### config.mk
export PLATFORM = sky130hd
export DESIGN_NAME = spi_slave_port
export DESIGN_NICKNAME = d
export VERILOG_FILES = /design/src/rtl/spi_sp_pkg.sv /design/src/rtl/spi_sp_sync.sv /design/src/rtl/spi_sp_edge.sv /design/src/rtl/spi_sp_core.sv /design/src/rtl/spi_slave_port.sv
export SDC_FILE = /design/constraint.sdc
export NUM_CORES = 1
export LEC_CHECK = 0
export BUFFER_PORTS_ARGS = -buffer_cell sky130_fd_sc_hd__buf_2
export CORE_UTILIZATION = 30
export CTS_BUF_LIST = sky130_fd_sc_hd__clkbuf_2 sky130_fd_sc_hd__clkbuf_4 sky130_fd_sc_hd__clkbuf_8
export DETAILED_ROUTE_END_ITERATION = 12
export PLACE_DENSITY_LB_ADDON = 0.2
export SLEW_MARGIN = 20
export SYNTH_ARGS = -nofsm -noshare
export SYNTH_HDL_FRONTEND = slang
export SYNTH_HIERARCHICAL = 1
export SYNTH_SLANG_ARGS = --single-unit
export TNS_END_PERCENT = 1
### constraint.sdc
create_clock -name clk -period 3 [get_ports clk]
set_input_delay 0.9 -clock clk [delete_from_list [all_inputs] [get_ports clk]]
set_output_delay 0.9 -clock clk [all_outputs]
set_load 0.02 [all_outputs]
### src/rtl/spi_sp_pkg.sv
package spi_sp_pkg;

  // depth of every input synchronizer; the checker timing assumes 2
  localparam int SYNC_DEPTH = 2;

  typedef enum logic [1:0] {
    ST_IDLE = 2'd0,
    ST_XFER = 2'd1,
    ST_HOLD = 2'd2
  } xfer_st_e;

  typedef struct packed {
    logic sample;    // capture MOSI
    logic shift;     // advance MISO
    logic sel_fall;  // select asserted
    logic sel_rise;  // select released
  } strobe_t;

endpackage

### src/rtl/spi_sp_sync.sv
module spi_sp_sync
  import spi_sp_pkg::*;
#(
  parameter int         W       = 1,
  parameter logic [W-1:0] RST_VAL = '0
) (
  input  logic         clk,
  input  logic         rst_n,
  input  logic [W-1:0] d,
  output logic [W-1:0] q
);

  logic [SYNC_DEPTH-1:0][W-1:0] stg_q;
  logic [SYNC_DEPTH-1:0][W-1:0] stg_d;

  always_comb begin
    stg_d = {stg_q[SYNC_DEPTH-2:0], d};
  end

  always_ff @(posedge clk or negedge rst_n) begin
    if (!rst_n) begin
      stg_q <= {SYNC_DEPTH{RST_VAL}};
    end else begin
      stg_q <= stg_d;
    end
  end

  assign q = stg_q[SYNC_DEPTH-1];

endmodule

### src/rtl/spi_sp_edge.sv
module spi_sp_edge
  import spi_sp_pkg::*;
(
  input  logic    clk,
  input  logic    rst_n,
  input  logic    cpol,
  input  logic    cpha,
  input  logic    sclk_s,
  input  logic    ss_n_s,
  output strobe_t stb
);

  logic sclk_q;
  logic ss_q;
  logic lvl_now;
  logic lvl_old;
  logic lead_e;
  logic trail_e;

  always_ff @(posedge clk or negedge rst_n) begin
    if (!rst_n) begin
      sclk_q <= 1'b0;
      ss_q   <= 1'b1;
    end else begin
      sclk_q <= sclk_s;
      ss_q   <= ss_n_s;
    end
  end

  always_comb begin
    // normalise to "active level" so both polarities share one detector
    lvl_now = sclk_s ^ cpol;
    lvl_old = sclk_q ^ cpol;
    lead_e  = lvl_now & ~lvl_old;
    trail_e = ~lvl_now & lvl_old;

    stb.sample   = cpha ? trail_e : lead_e;
    stb.shift    = cpha ? lead_e  : trail_e;
    stb.sel_fall = ss_q & ~ss_n_s;
    stb.sel_rise = ~ss_q & ss_n_s;
  end

endmodule

### src/rtl/spi_sp_core.sv
module spi_sp_core
  import spi_sp_pkg::*;
#(
  parameter int DATA_W = 8
) (
  input  logic              clk,
  input  logic              rst_n,
  input  logic              cpha,
  input  strobe_t           stb,
  input  logic              mosi_s,
  input  logic [DATA_W-1:0] tx_data,
  input  logic              tx_wr,
  input  logic              rx_rd,
  output logic              shift_msb,
  output logic [DATA_W-1:0] rx_data,
  output logic              rx_full
);

  localparam int CNT_W = $clog2(DATA_W);
  localparam logic [CNT_W-1:0] LAST_BIT = CNT_W'(DATA_W - 1);
  localparam logic [CNT_W-1:0] CNT_ONE  = CNT_W'(1);

  xfer_st_e          st_q,   st_d;
  logic [CNT_W-1:0]  cnt_q,  cnt_d;
  logic [DATA_W-1:0] tsh_q,  tsh_d;
  logic [DATA_W-1:0] rsh_q,  rsh_d;
  logic [DATA_W-1:0] hold_q, hold_d;
  logic [DATA_W-1:0] rxd_q,  rxd_d;
  logic              full_q, full_d;

  always_comb begin
    st_d   = st_q;
    cnt_d  = cnt_q;
    tsh_d  = tsh_q;
    rsh_d  = rsh_q;
    hold_d = hold_q;
    rxd_d  = rxd_q;
    full_d = full_q;

    if (tx_wr) begin
      hold_d = tx_data;
    end
    if (rx_rd) begin
      full_d = 1'b0;
    end

    unique case (st_q)
      ST_IDLE: begin
        if (stb.sel_fall) begin
          st_d  = ST_XFER;
          cnt_d = '0;
          // phase 0: top bit must be visible before the first clock edge
          if (!cpha) begin
            tsh_d = hold_q;
          end
        end
      end
      ST_XFER: begin
        if (stb.sel_rise) begin
          // partial byte is dropped
          st_d  = ST_IDLE;
          cnt_d = '0;
        end else begin
          if (stb.shift) begin
            if (cpha && (cnt_q == '0)) begin
              tsh_d = hold_q;
            end else begin
              tsh_d = {tsh_q[DATA_W-2:0], 1'b0};
            end
          end
          if (stb.sample) begin
            rsh_d = {rsh_q[DATA_W-2:0], mosi_s};
            if (cnt_q == LAST_BIT) begin
              rxd_d  = rsh_d;
              full_d = 1'b1;
              cnt_d  = '0;
              if (!cpha) begin
                st_d = ST_HOLD;
              end
            end else begin
              cnt_d = cnt_q + CNT_ONE;
            end
          end
        end
      end
      ST_HOLD: begin
        if (stb.sel_rise) begin
          st_d = ST_IDLE;
        end
      end
      default: begin
        st_d = ST_IDLE;
      end
    endcase
  end

  always_ff @(posedge clk or negedge rst_n) begin
    if (!rst_n) begin
      st_q   <= ST_IDLE;
      cnt_q  <= '0;
      tsh_q  <= '0;
      rsh_q  <= '0;
      hold_q <= '0;
      rxd_q  <= '0;
      full_q <= 1'b0;
    end else begin
      st_q   <= st_d;
      cnt_q  <= cnt_d;
      tsh_q  <= tsh_d;
      rsh_q  <= rsh_d;
      hold_q <= hold_d;
      rxd_q  <= rxd_d;
      full_q <= full_d;
    end
  end

  assign shift_msb = tsh_q[DATA_W-1];
  assign rx_data   = rxd_q;
  assign rx_full   = full_q;

endmodule

### src/rtl/spi_slave_port.sv
module spi_slave_port
  import spi_sp_pkg::*;
#(
  parameter int DATA_W = 8
) (
  input  logic              clk,
  input  logic              rst_n,
  input  logic              cpol,
  input  logic              cpha,
  input  logic              sclk_in,
  input  logic              ss_n_in,
  input  logic              mosi_in,
  output logic              miso_out,
  output logic              miso_oe,
  input  logic [DATA_W-1:0] tx_data,
  input  logic              tx_wr,
  output logic [DATA_W-1:0] rx_data,
  output logic              rx_full,
  input  logic              rx_rd
);

  localparam int LINES = 3;

  logic [1:0]       rst_pipe_q;
  logic             rst_int_n;
  logic [LINES-1:0] raw_lines;
  logic [LINES-1:0] sync_lines;
  logic             sclk_s;
  logic             ss_n_s;
  logic             mosi_s;
  logic             shift_msb;
  strobe_t          stb;

  // reset asserts at once, releases on a clock edge
  always_ff @(posedge clk or negedge rst_n) begin
    if (!rst_n) begin
      rst_pipe_q <= 2'b00;
    end else begin
      rst_pipe_q <= {rst_pipe_q[0], 1'b1};
    end
  end
  assign rst_int_n = rst_pipe_q[1];

  assign raw_lines = {sclk_in, ss_n_in, mosi_in};

  spi_sp_sync #(
    .W       (LINES),
    .RST_VAL (3'b010)
  ) u_sync (
    .clk   (clk),
    .rst_n (rst_int_n),
    .d     (raw_lines),
    .q     (sync_lines)
  );

  assign sclk_s = sync_lines[2];
  assign ss_n_s = sync_lines[1];
  assign mosi_s = sync_lines[0];

  spi_sp_edge u_edge (
    .clk    (clk),
    .rst_n  (rst_int_n),
    .cpol   (cpol),
    .cpha   (cpha),
    .sclk_s (sclk_s),
    .ss_n_s (ss_n_s),
    .stb    (stb)
  );

  spi_sp_core #(
    .DATA_W (DATA_W)
  ) u_core (
    .clk       (clk),
    .rst_n     (rst_int_n),
    .cpha      (cpha),
    .stb       (stb),
    .mosi_s    (mosi_s),
    .tx_data   (tx_data),
    .tx_wr     (tx_wr),
    .rx_rd     (rx_rd),
    .shift_msb (shift_msb),
    .rx_data   (rx_data),
    .rx_full   (rx_full)
  );

  assign miso_oe  = ~ss_n_s;
  assign miso_out = miso_oe & shift_msb;

endmodule

==> results of run 1 <==
==> layout make-up <==
class | instances | area share, %
Sequential cell | 47 | 50.89
Multi-Input combinational cell | 91 | 32.61
Timing Repair Buffer | 28 | 6.146
Tap cell | 77 | 4.151
Clock buffer | 6 | 3.558
Clock inverter | 2 | 1.671
Inverter | 6 | 0.9703
==> report_power, final <==
part / switching [mW] / leakage (nW) / internal, mW
Sequential: 0.0881 / 0.578 / 0.759
Combinational: 0.150 / 0.429 / 0.164
Clock: 0.216 / 0.0618 / 0.274
Total: 0.455 / 1.07 / 1.20
==> routing by layer <==
layer	up-vias	wire length, um	GRT usage [%]
li1	582	-	-
met3	7	114	2.868
met4	0	61	4.232
met1	617	1635	15.14
met5	-	0	0
met2	19	1717	16.92
==> path summary, 6_finish.rpt <==
path                                      to  slack (ns)  depth (start not counted)
min in group asynchronous      rst_pipe_q[1]        0.37                          1
max                        u_core/rx_data[5]        0.65                          6
max in group asynchronous    u_core/cnt_q[1]        1.98                          0
max reg2reg                  u_core/cnt_q[0]        1.00                          4
min reg2reg                      u_sync/q[2]        0.36                          0
min                              u_sync/q[2]        0.36                          0
==> critical path, cell delays in order <==
cell and delay (ns):
sky130_fd_sc_hd__buf_2 0.16, sky130_fd_sc_hd__xor2_1 0.27, sky130_fd_sc_hd__mux2i_1 0.28, sky130_fd_sc_hd__nand2_1 0.16, sky130_fd_sc_hd__nor3_4 0.38, sky130_fd_sc_hd__mux2_2 0.39
==> synth_stat cells, types with 2 or more instances <==
library cell and number:
sky130_fd_sc_hd__or3b_2 5, sky130_fd_sc_hd__nand2_1 4, sky130_fd_sc_hd__mux2i_1 5, sky130_fd_sc_hd__nand2b_1 4
sky130_fd_sc_hd__ha_1 3, sky130_fd_sc_hd__inv_1 6, sky130_fd_sc_hd__a21oi_1 3, sky130_fd_sc_hd__o21ai_0 9
sky130_fd_sc_hd__buf_6 3, sky130_fd_sc_hd__or3_1 2, sky130_fd_sc_hd__mux2_2 23, sky130_fd_sc_hd__clkbuf_1 2
sky130_fd_sc_hd__dfrtp_1 44, sky130_fd_sc_hd__dfstp_2 3, sky130_fd_sc_hd__nor2b_1 4, sky130_fd_sc_hd__nor3_1 7
sky130_fd_sc_hd__a31oi_1 7
==> registers in the layout, summed over array words and instances, names as in the netlist <==
register / count
u_core/rx_data: 8
u_edge/ss_q: 1
u_edge/sclk_q: 1
u_core/rsh_q: 7
rst_pipe_q: 2
u_core/rx_full: 1
u_core/st_q: 2
u_sync/stg_d: 3
u_core/cnt_q: 3
u_sync/q: 3
u_core/tsh_q: 8
u_core/hold_q: 8
==> cells by family (layout without fill, tap and decap cells) <==
| logic type | count (synthesis) | in the layout | share of synthesized area, % |
|---|---|---|---|
| xor gates and xnor gates | 1 | 1 | 0.4362 |
| other | 1 | 1 | 0.1867 |
| and+or+nand+nor | 36 | 36 | 13.58 |
| adders and majority gates | 3 | 3 | 1.869 |
| DFF | 47 | 47 | 58.75 |
| buffers and inverters | 12 | 42 | 3.551 |
| AOI/OAI and AO/OA | 22 | 22 | 6.230 |
| muxes | 28 | 28 | 15.39 |
==> through the flow <==
| stage | cell area (um^2) | power, mW | std cells | hold slack [ns] |
|---|---|---|---|---|
| 6_report | 2321 | 1.651 | 257 | 0.3591 |
| 5_1_grt | 2321 | 1.752 | 257 | 0.3500 |
| 4_1_cts | 2321 | 1.672 | 257 | 0.3556 |
| 3_5_place_dp | 2200 | 1.176 | 249 | 0.3417 |
| 3_3_place_gp | 2200 | 1.153 | 249 | 0.3331 |
| 2_1_floorplan | 2008 | 1.095 | 150 | 0.3312 |
==> metrics.md, run 1 <==
| Metric | Value |
|---|---|
| Run status | `complete, no violations` |
| Starting density of the core | `between 30% and 40%` |
| Average wire length per cell after detail routing | `around 14 um` |
| First-pass DRT Iterations | `4` |
| Post-route ant nets | `0` |
| Top cell type's share of synthesized area | `54.83%` |
| Layout cell share with drive strength beyond 1 | `40.00%` |
| Total Neg Setup Slack | `0 ns` |
| Final hold violations | `0` |
| Largest area contributor in the synthesized netlist | `sky130_fd_sc_hd__dfrtp_1` |
| Netlist area before placement | `~2000 um^2` |
| Reg-to-reg startpoint | `u_sync/q[1]` |
| Category of the worst setup path capture point | `flip-flop` |
| Largest fanout on the critical path | `9` |
| Number of instances in the synthesized netlist | `150` |
| Deepest level of the CTS H-tree | `2` |
| Synth warn | `6` |
| Post-synth EDFFs | `0` |
| Slew @ Worst Pin | `0.9568 ns` |
| Source of the worst hold timing path | `u_sync/stg_d[5]` |
| Die height | `83.82 um` |
| Clk pin slew, worst setup/hold paths | `around 0.09 ns` |
| Tot GR Track Use | `11.09%` |
| Number of different library cells in the post-synthesis netlist | `33` |
| Area of the multi-input gates | `757.0 um^2` |
| Clock net sink count | `47` |
| Setup violation total in the final timing report | `0` |
| DRC violation total after the first TritonRoute iteration | `58` |
| Period utilization | `78.18%` |
| VDD IR-drop max | `0.2538 mV` |
| Layout filler cell count | `between 600 and 700` |
| Worst slack after detailed placement | `0.3087 ns` |
| Library cell used as clock root buffer | `sky130_fd_sc_hd__clkbuf_8` |
| Detailed-route DRC error count | `0` |
| Biggest area contributors in the synthesized netlist | `sky130_fd_sc_hd__dfrtp_1 55%, sky130_fd_sc_hd__mux2_2 13%, sky130_fd_sc_hd__dfstp_2 3.9%` |
| Number of placement rows | `29` |
| Highest clock rate | `426.4 MHz` |
| Number of max-slew violations in the final report | `0` |
| Mean cell area of the mapped netlist | `around 13 um^2` |
| Vias per inst | `4.767` |
| Core region area | `6422 um^2` |
| Number of gates given a new drive strength after cts | `0` |
| Global-route wire length before repair | `6.251 mm` |
| Total detailed-routing wirelength | `3.529 mm` |
| Req. time, crit path | `3.19 ns` |
| Most common cell after layout, fill and taps aside | `sky130_fd_sc_hd__dfrtp_1` |
| Number of max-cap violations | `0` |
| Worst setup path startpoint | `cpha` |
| Predominant post-synthesis flop cell | `sky130_fd_sc_hd__dfrtp_1` |
| Post-layout worst setup margin | `0.6546 ns` |
| Routed via count | `1225` |
| Setup CP Type | `input pin to flip-flop` |
| Horizontal die dimension | `83.82 um` |
| Post-CTS Setup Repair Bufs | `0` |
| Highest-count cells in the layout ignoring fill and taps | `43 x sky130_fd_sc_hd__dfrtp_1, 27 x sky130_fd_sc_hd__buf_2, 23 x sky130_fd_sc_hd__mux2_2` |
| Combined flip-flop and latch cell area | `between 1000 and 1500 um^2` |
| Leak pwr | `1.069 nW` |
| Total die area | `7025 um^2` |
| Post-detail-place hpwl | `roughly 2.5 mm` |
| Worst skew pair latency | `approximately 0.3 ns` |
| Register bit total from synthesis | `47` |
| Fraction of registers with async set/reset | `between 90% and 100%` |
| GP Congestion | `0.7122` |
| Clock skew | `0.008295 ns` |
| Grt ovf | `0` |
| Sequential-to-total area share from yosys stat | `58.75%` |
| Vias in the first global route | `1285` |
| Largest net degree at the start of global routing | `46` |
| Number of hold buffers added after cts | `0` |
| Layout overhead on the synthesized area | `15.58%` |
| WP data arrival | `2.54 ns` |
| I/O pin count | `28` |
| Setup repair after global routing missed its margin | `false` |
| Longest Clk Path Bufs | `2` |
| Post-layout minimum cycle time | `2.345 ns` |
| Number of antenna violations at the first check in global routing | `0` |
| Class of the tightest hold or removal check | `flip-flop to flip-flop` |
| Cts bufs inserted | `5` |
| Type of element launching the critical path | `input pin` |
| Syn Nets | `170` |
| Headroom to the max-slew limit | `36.21%` |
| Final net count | `199` |
| TritonCTS clock tree | `built` |
| Total inserted antenna cells | `0` |
| Final core occ | `36.14%` |
| Total power density per cell area | `711.3 nW/um^2` |
| Port Buffer Count | `27` |
Power figures use the tool's default switching activity.
==> run 2, diff against run 1 <==
==> constraint.sdc (replaced) <==
create_clock -name clk -period 2.1 [get_ports clk]
set_input_delay 0.63 -clock clk [delete_from_list [all_inputs] [get_ports clk]]
set_output_delay 0.63 -clock clk [all_outputs]
set_load 0.02 [all_outputs]
==> run 2 against run 1 <==
Compared with the run above: wire length rose by 0.94%; clock-buffer cell count unchanged; cell count grew 3.9%; global-route usage about the same; register-to-register slack got worse by 0.67 ns.
==> metrics.md, run 2 (synthesized netlist as in run 1, its figures left out) <==
| Metric | Value |
|---|---|
| First-pass DRT Iterations | `6` |
| Share of power burned in registers | `between 50 and 60%` |
| Core region area | `6422 um^2` |
| Largest fanout on the critical path | `8` |
| Deepest level of the CTS H-tree | `2` |
| Class of the tightest hold or removal check | `input pin to async pin` |
| Detailed-route DRC error count | `0` |
| Slowest CP cell | `sky130_fd_sc_hd__nor4bb_2` |
| Number of hold buffers added after cts | `0` |
| Post-CTS Setup Repair Bufs | `0` |
| Period utilization | `about 90%` |
| Cts bufs inserted | `5` |
| Clk pin slew, worst setup/hold paths | `around 0.09 ns` |
| DRC violation total after the first TritonRoute iteration | `55` |
| Number of antenna violations at the first check in global routing | `0` |
| Depth of the worst register-to-register path | `5` |
| Routed via count | `between 1000 and 1500` |
| I/O pin count | `28` |
| Number of placement rows | `29` |
| Die height | `between 80 and 90 um` |
| Category of the worst setup path capture point | `flip-flop` |
| WHS | `approximately 0.10 ns` |
| Global-route wire length before repair | `between 6 and 7 mm` |
| Library cell used as clock root buffer | `sky130_fd_sc_hd__clkbuf_8` |
| Grt ovf | `0` |
| Setup CP Type | `input pin to flip-flop` |
| Total power density per cell area | `about 930 nW/um^2` |
| Horizontal die dimension | `83.82 um` |
| Net switching power | `around 0.65 mW` |
| Worst setup path startpoint | `cpha` |
| Worst skew pair latency | `0.29 ns` |
| Clock net sink count | `47` |
| Starting density of the core | `31.27%` |
| Reg-to-reg startpoint | `u_core/cnt_q[0]` |
| Final hold violations | `0` |
| Combined flip-flop and latch cell area | `1181 um^2` |
| Highest-count cells in the layout ignoring fill and taps | `43 x sky130_fd_sc_hd__dfrtp_1, 27 x sky130_fd_sc_hd__buf_2, 23 x sky130_fd_sc_hd__mux2_2` |
| Number of max-cap violations | `0` |
| Clock skew | `0.004522 ns` |
| Relative contribution of the clock network to total power | `24.2%` |
| Leak pwr | `1.113 nW` |
| Average wire length per cell after detail routing | `between 10 and 15 um` |
| Layout filler cell count | `617` |
| Share of total power in combinational logic | `22.3%` |
| Total inserted antenna cells | `0` |
| Number of gates given a new drive strength after cts | `0` |
| Setup repair after global routing missed its margin | `false` |
| WP data arrival | `between 2 and 2.5 ns` |
| Longest Clk Path Bufs | `2` |
| Post-route ant nets | `0` |
| TritonCTS clock tree | `built` |
| VDD IR-drop max | `0.3937 mV` |
| Post-detail-place hpwl | `2.615 mm` |
| Total detailed-routing wirelength | `about 3.6 mm` |
| Tot GR Track Use | `~11%` |
| List of cells traversed by the critical path | `buf_2 > xor2_1 > mux2i_1 > nor4bb_2 > buf_4 > or2_1 > a31oi_1` |
| Final net count | `209` |
| Highest clock rate | `about 510 MHz` |
| Type of element launching the critical path | `input pin` |
| GP Congestion | `0.8122` |
| Switching part of the total power | `28.86%` |
| Vias in the first global route | `1261` |
| Peak per-stage delay on the critical path | `0.30 ns` |
| Area of the multi-input gates | `763.2 um^2` |
| Layout cell share with drive strength beyond 1 | `43.68%` |
| Req. time, crit path | `2.25 ns` |
| Most common cell after layout, fill and taps aside | `sky130_fd_sc_hd__dfrtp_1` |
| Total Neg Setup Slack | `0 ns` |
| Post-layout minimum cycle time | `1.948 ns` |
| Layout overhead on the synthesized area | `19.88%` |
| Setup violation total in the final timing report | `0` |
| Port Buffer Count | `27` |
| Number of max-slew violations in the final report | `0` |
| Largest net degree at the start of global routing | `30` |
| Run status | `complete, no violations` |
| Total die area | `approximately 7000 um^2` |
| Cell Int Power | `1.597 mW` |
| Vias per inst | `4.663` |
run 2: cell types whose count changed in the layout (fill, tap and decap cells not counted):
| cell | change |
|---|---|
| sky130_fd_sc_hd__inv_6 | -1 |
| sky130_fd_sc_hd__clkbuf_8 | -1 |
| sky130_fd_sc_hd__nor4bb_2 | +1 |
| sky130_fd_sc_hd__bufinv_16 | -1 |
| sky130_fd_sc_hd__clkinvlp_4 | +1 |
| sky130_fd_sc_hd__buf_12 | +3 |
| sky130_fd_sc_hd__nor4bb_1 | -1 |
| sky130_fd_sc_hd__buf_4 | +7 |
| sky130_fd_sc_hd__clkinv_2 | +1 |
| sky130_fd_sc_hd__clkbuf_4 | +1 |
run 2: path summary, 6_finish.rpt:
check | to | slack [ns]
setup / recovery | u_core/tsh_q[6] | 0.15
hold / removal | rst_pipe_q[1] | 0.10
setup reg to reg | u_core/tsh_q[6] | 0.33
hold reg to reg | u_core/hold_q[5] | 0.20
max in group asynchronous | u_sync/stg_d[4] | 1.35
min in group clk | rst_pipe_q[1] | 0.36
run 2: power groups by stage:
stage / Combinational, mW / Sequential (mW) / Clock [mW]
detailed placement: 0.504 / 1.22 / 0
CTS: 0.506 / 1.20 / 0.569
finish: 0.500 / 1.20 / 0.543
global route: 0.559 / 1.23 / 0.614
floorplan: 0.377 / 1.19 / 0
global placement: 0.471 / 1.21 / 0
run 2: through the flow:
step	util (%)	power (mW)	cells	cell area (um^2)	setup WS [ns]
after detailed placement	36.00	1.726	259	2312	-0.1708
after floorplan	-	1.565	150	2008	0.08719
after global routing	37.48	2.407	267	2407	0.02176
final	37.48	2.244	267	2407	0.1525
after global placement	36.00	1.678	259	2312	-0.1467
after CTS	37.39	2.279	267	2401	0.1251
run 2: final cells by class:
class	count	area share (%)
clock buffer	6	3.170
clock inverter	2	0.5198
multi-input combinational	91	31.70
sequential	47	49.06
inverter	6	0.9356
tap	77	4.002
timing repair buffer	38	10.60
run 2: worst max-delay path: cells and delay by family:
| kind | cells | cell delay, ns |
|---|---|---|
| simple gates | 2 | 0.56 |
| compound gates | 1 | 0.15 |
| mux | 1 | 0.26 |
| buf+inv | 2 | 0.26 |
| xor+xnor | 1 | 0.25 |
run 2: metal layers:
metal  track usage (%)  wire length (um)
met5                 0                 0
met4             3.762                24
met3             2.473                88
met2             17.44              1792
met1             15.25              1657
==> run 3, diff against run 2 <==
==> constraint.sdc (replaced) <==
create_clock -name clk -period 1.8 [get_ports clk]
set_input_delay 0.54 -clock clk [delete_from_list [all_inputs] [get_ports clk]]
set_output_delay 0.54 -clock clk [all_outputs]
set_load 0.02 [all_outputs]
==> run 3 against run 2 <==
Compared with the run above: critical endpoint is now u_core/rx_data[6]; sequential power up 18%; flip-flop and latch count unchanged; highest routed layer unchanged; hold slack better by 0.11 ns; the run now ends with negative setup slack left; clock-buffer cell count unchanged; utilization up 3.1 points; worst setup slack worse by 0.18 ns; first-iteration DRC count down 5.5%; clock power up 68%; via count up 5.2%; critical path type unchanged.
==> metrics.md, run 3 (synthesized netlist as in run 1, its figures left out) <==
| Metric | Value |
|---|---|
| Post-layout worst setup margin | `-0.03128 ns` |
| Layout cell share with drive strength beyond 1 | `48.22%` |
| Die height | `83.82 um` |
| Final hold violations | `0` |
| Area of the multi-input gates | `844.6 um^2` |
| GP Congestion | `0.7431` |
| Req. time, crit path | `1.99 ns` |
| Horizontal die dimension | `83.82 um` |
| Total detailed-routing wirelength | `between 3 and 4 mm` |
| Post-layout minimum cycle time | `approximately 1.8 ns` |
| Starting density of the core | `31.27%` |
| Number of antenna violations at the first check in global routing | `0` |
| Worst slack after detailed placement | `-0.3320 ns` |
| Class of the tightest hold or removal check | `flip-flop to async pin` |
| Setup CP Type | `input pin to flip-flop` |
| First-pass DRT Iterations | `4` |
| Most common cell after layout, fill and taps aside | `sky130_fd_sc_hd__dfrtp_1` |
| VDD IR-drop max | `roughly 0.63 mV` |
| Core region area | `6422 um^2` |
| Deepest level of the CTS H-tree | `2` |
| Vias in the first global route | `1331` |
| Vias per inst | `4.781` |
| Period utilization | `101.7%` |
| Layout overhead on the synthesized area | `29.91%` |
| Grt ovf | `0` |
| Highest clock rate | `546.1 MHz` |
| Setup repair after global routing missed its margin | `true` |
| Setup violation total in the final timing report | `6` |
| Tot GR Track Use | `11.32%` |
| Type of element launching the critical path | `input pin` |
| Total die area | `7025 um^2` |
| Placed Area | `between 2000 and 2500 um^2` |
| Highest-count cells in the layout ignoring fill and taps | `43 x sky130_fd_sc_hd__dfrtp_1, 25 x sky130_fd_sc_hd__buf_2, 15 x sky130_fd_sc_hd__buf_4, 15 x sky130_fd_sc_hd__mux2_2, 9 x sky130_fd_sc_hd__o21ai_0` |
| Longest Clk Path Bufs | `2` |
| Run status | `complete, but fails checks` |
| Final core occ | `40.62%` |
| Worst skew pair latency | `0.29 ns` |
| Post-route ant nets | `0` |
| Cts bufs inserted | `5` |
| Layout filler cell count | `between 600 and 700` |
| Detailed-route DRC error count | `0` |
| Number of placement rows | `29` |
| WP data arrival | `2.02 ns` |
| Number of max-slew violations in the final report | `0` |
| Clock skew | `0.005667 ns` |
| Library cell used as clock root buffer | `sky130_fd_sc_hd__clkbuf_8` |
| Largest fanout on the critical path | `4` |
| Average wire length per cell after detail routing | `14.08 um` |
| Leak pwr | `1.200 nW` |
| Final net count | `216` |
| Largest net degree at the start of global routing | `21` |
| Category of the worst setup path capture point | `flip-flop` |
| Clk pin slew, worst setup/hold paths | `0.09 ns` |
| Combined flip-flop and latch cell area | `1181 um^2` |
| I/O pin count | `28` |
| Routed via count | `1310` |
| Port Buffer Count | `27` |
| Total Neg Setup Slack | `-0.1023 ns` |
| Final total power | `2.940 mW` |
| Total inserted antenna cells | `0` |
| Post-detail-place hpwl | `~2.6 mm` |
| Total power density per cell area | `1127 nW/um^2` |
| Number of max-cap violations | `0` |
| Area of all placed cells without fillers | `2609 um^2` |
| Clock net sink count | `47` |
| DRC violation total after the first TritonRoute iteration | `52` |
| Global-route wire length before repair | `6.203 mm` |
| Violated checks | `negative setup slack` |
| TritonCTS clock tree | `built` |
==> run 3: cell types whose count changed in the layout (fill, tap and decap cells not counted), moves of 2 or more <==
cell / delta
sky130_fd_sc_hd__mux2_2: -8
sky130_fd_sc_hd__nand2b_4: +2
sky130_fd_sc_hd__bufinv_16: +2
sky130_fd_sc_hd__buf_4: +7
sky130_fd_sc_hd__nand2b_1: -2
sky130_fd_sc_hd__buf_2: -2
sky130_fd_sc_hd__mux2_4: +8
==> run 3: worst paths after layout <==
path | start | endpoint | slack [ns] | depth (start not counted)
setup reg to reg | u_sync/q[2] | u_core/rx_data[6] | 0.04 | 6
min in group clk | ss_n_in | u_sync/stg_d[4] | 0.34 | 1
max in group asynchronous | rst_pipe_q[1] | u_core/rx_data[3] | 0.98 | 1
hold / removal | rst_pipe_q[1] | u_core/st_q[1] | 0.22 | 0
setup / recovery | cpha | u_core/rx_data[6] | -0.03 | 7
hold reg to reg | rst_pipe_q[1] | u_core/st_q[1] | 0.22 | 0
==> run 3: routing by layer <==
metal	vias to the layer above	track usage [%]	part of all wire [%]
met2	25	18.48	47
met3	7	3.165	3.7
met4	0	4.859	2.0
li1	616	-	-
met1	662	14.04	47
met5	-	0	0
==> run 3: worst max-delay path, cell delays in order <==
cell                        delay [ns]
sky130_fd_sc_hd__buf_8            0.11
sky130_fd_sc_hd__xor2_4           0.20
sky130_fd_sc_hd__mux2i_4          0.28
sky130_fd_sc_hd__nand2_2          0.10
sky130_fd_sc_hd__nor3_4           0.29
sky130_fd_sc_hd__clkbuf_16        0.20
sky130_fd_sc_hd__mux2_4           0.29
==> run 3: stage by stage <==
stage,hold WS (ns),instances
3_3_place_gp,0.2207,262
2_1_floorplan,0.2444,150
6_report,0.2185,274
4_1_cts,0.003229,270
5_1_grt,0.2691,274
3_5_place_dp,0.2361,262
==> run 3: cell type report <==
| type | instances | share of cell area [%] |
|---|---|---|
| timing repair buffer | 45 | 12.57 |
| tap | 77 | 3.693 |
| clock inverter | 2 | 2.302 |
| sequential | 47 | 45.28 |
| inverter | 6 | 0.8633 |
| clock buffer | 6 | 2.926 |
| multi-input combinational | 91 | 32.37 |
==> run 3: repair_timing <==
item,in CTS,in global routing
hold buffers,0,1
pin swaps,1,4
gates resized for setup,1,19
hold endpoints to repair,0,2
cloned,0,1
setup endpoints to repair,8,9
buffers inserted,0,2
==> run 3: where the power goes <==
part           total (mW)  internal [mW]  switching (mW)
registers            1.41           1.26           0.142
logic               0.623          0.346           0.278
clock network       0.910          0.570           0.340
total                2.94           2.18           0.759
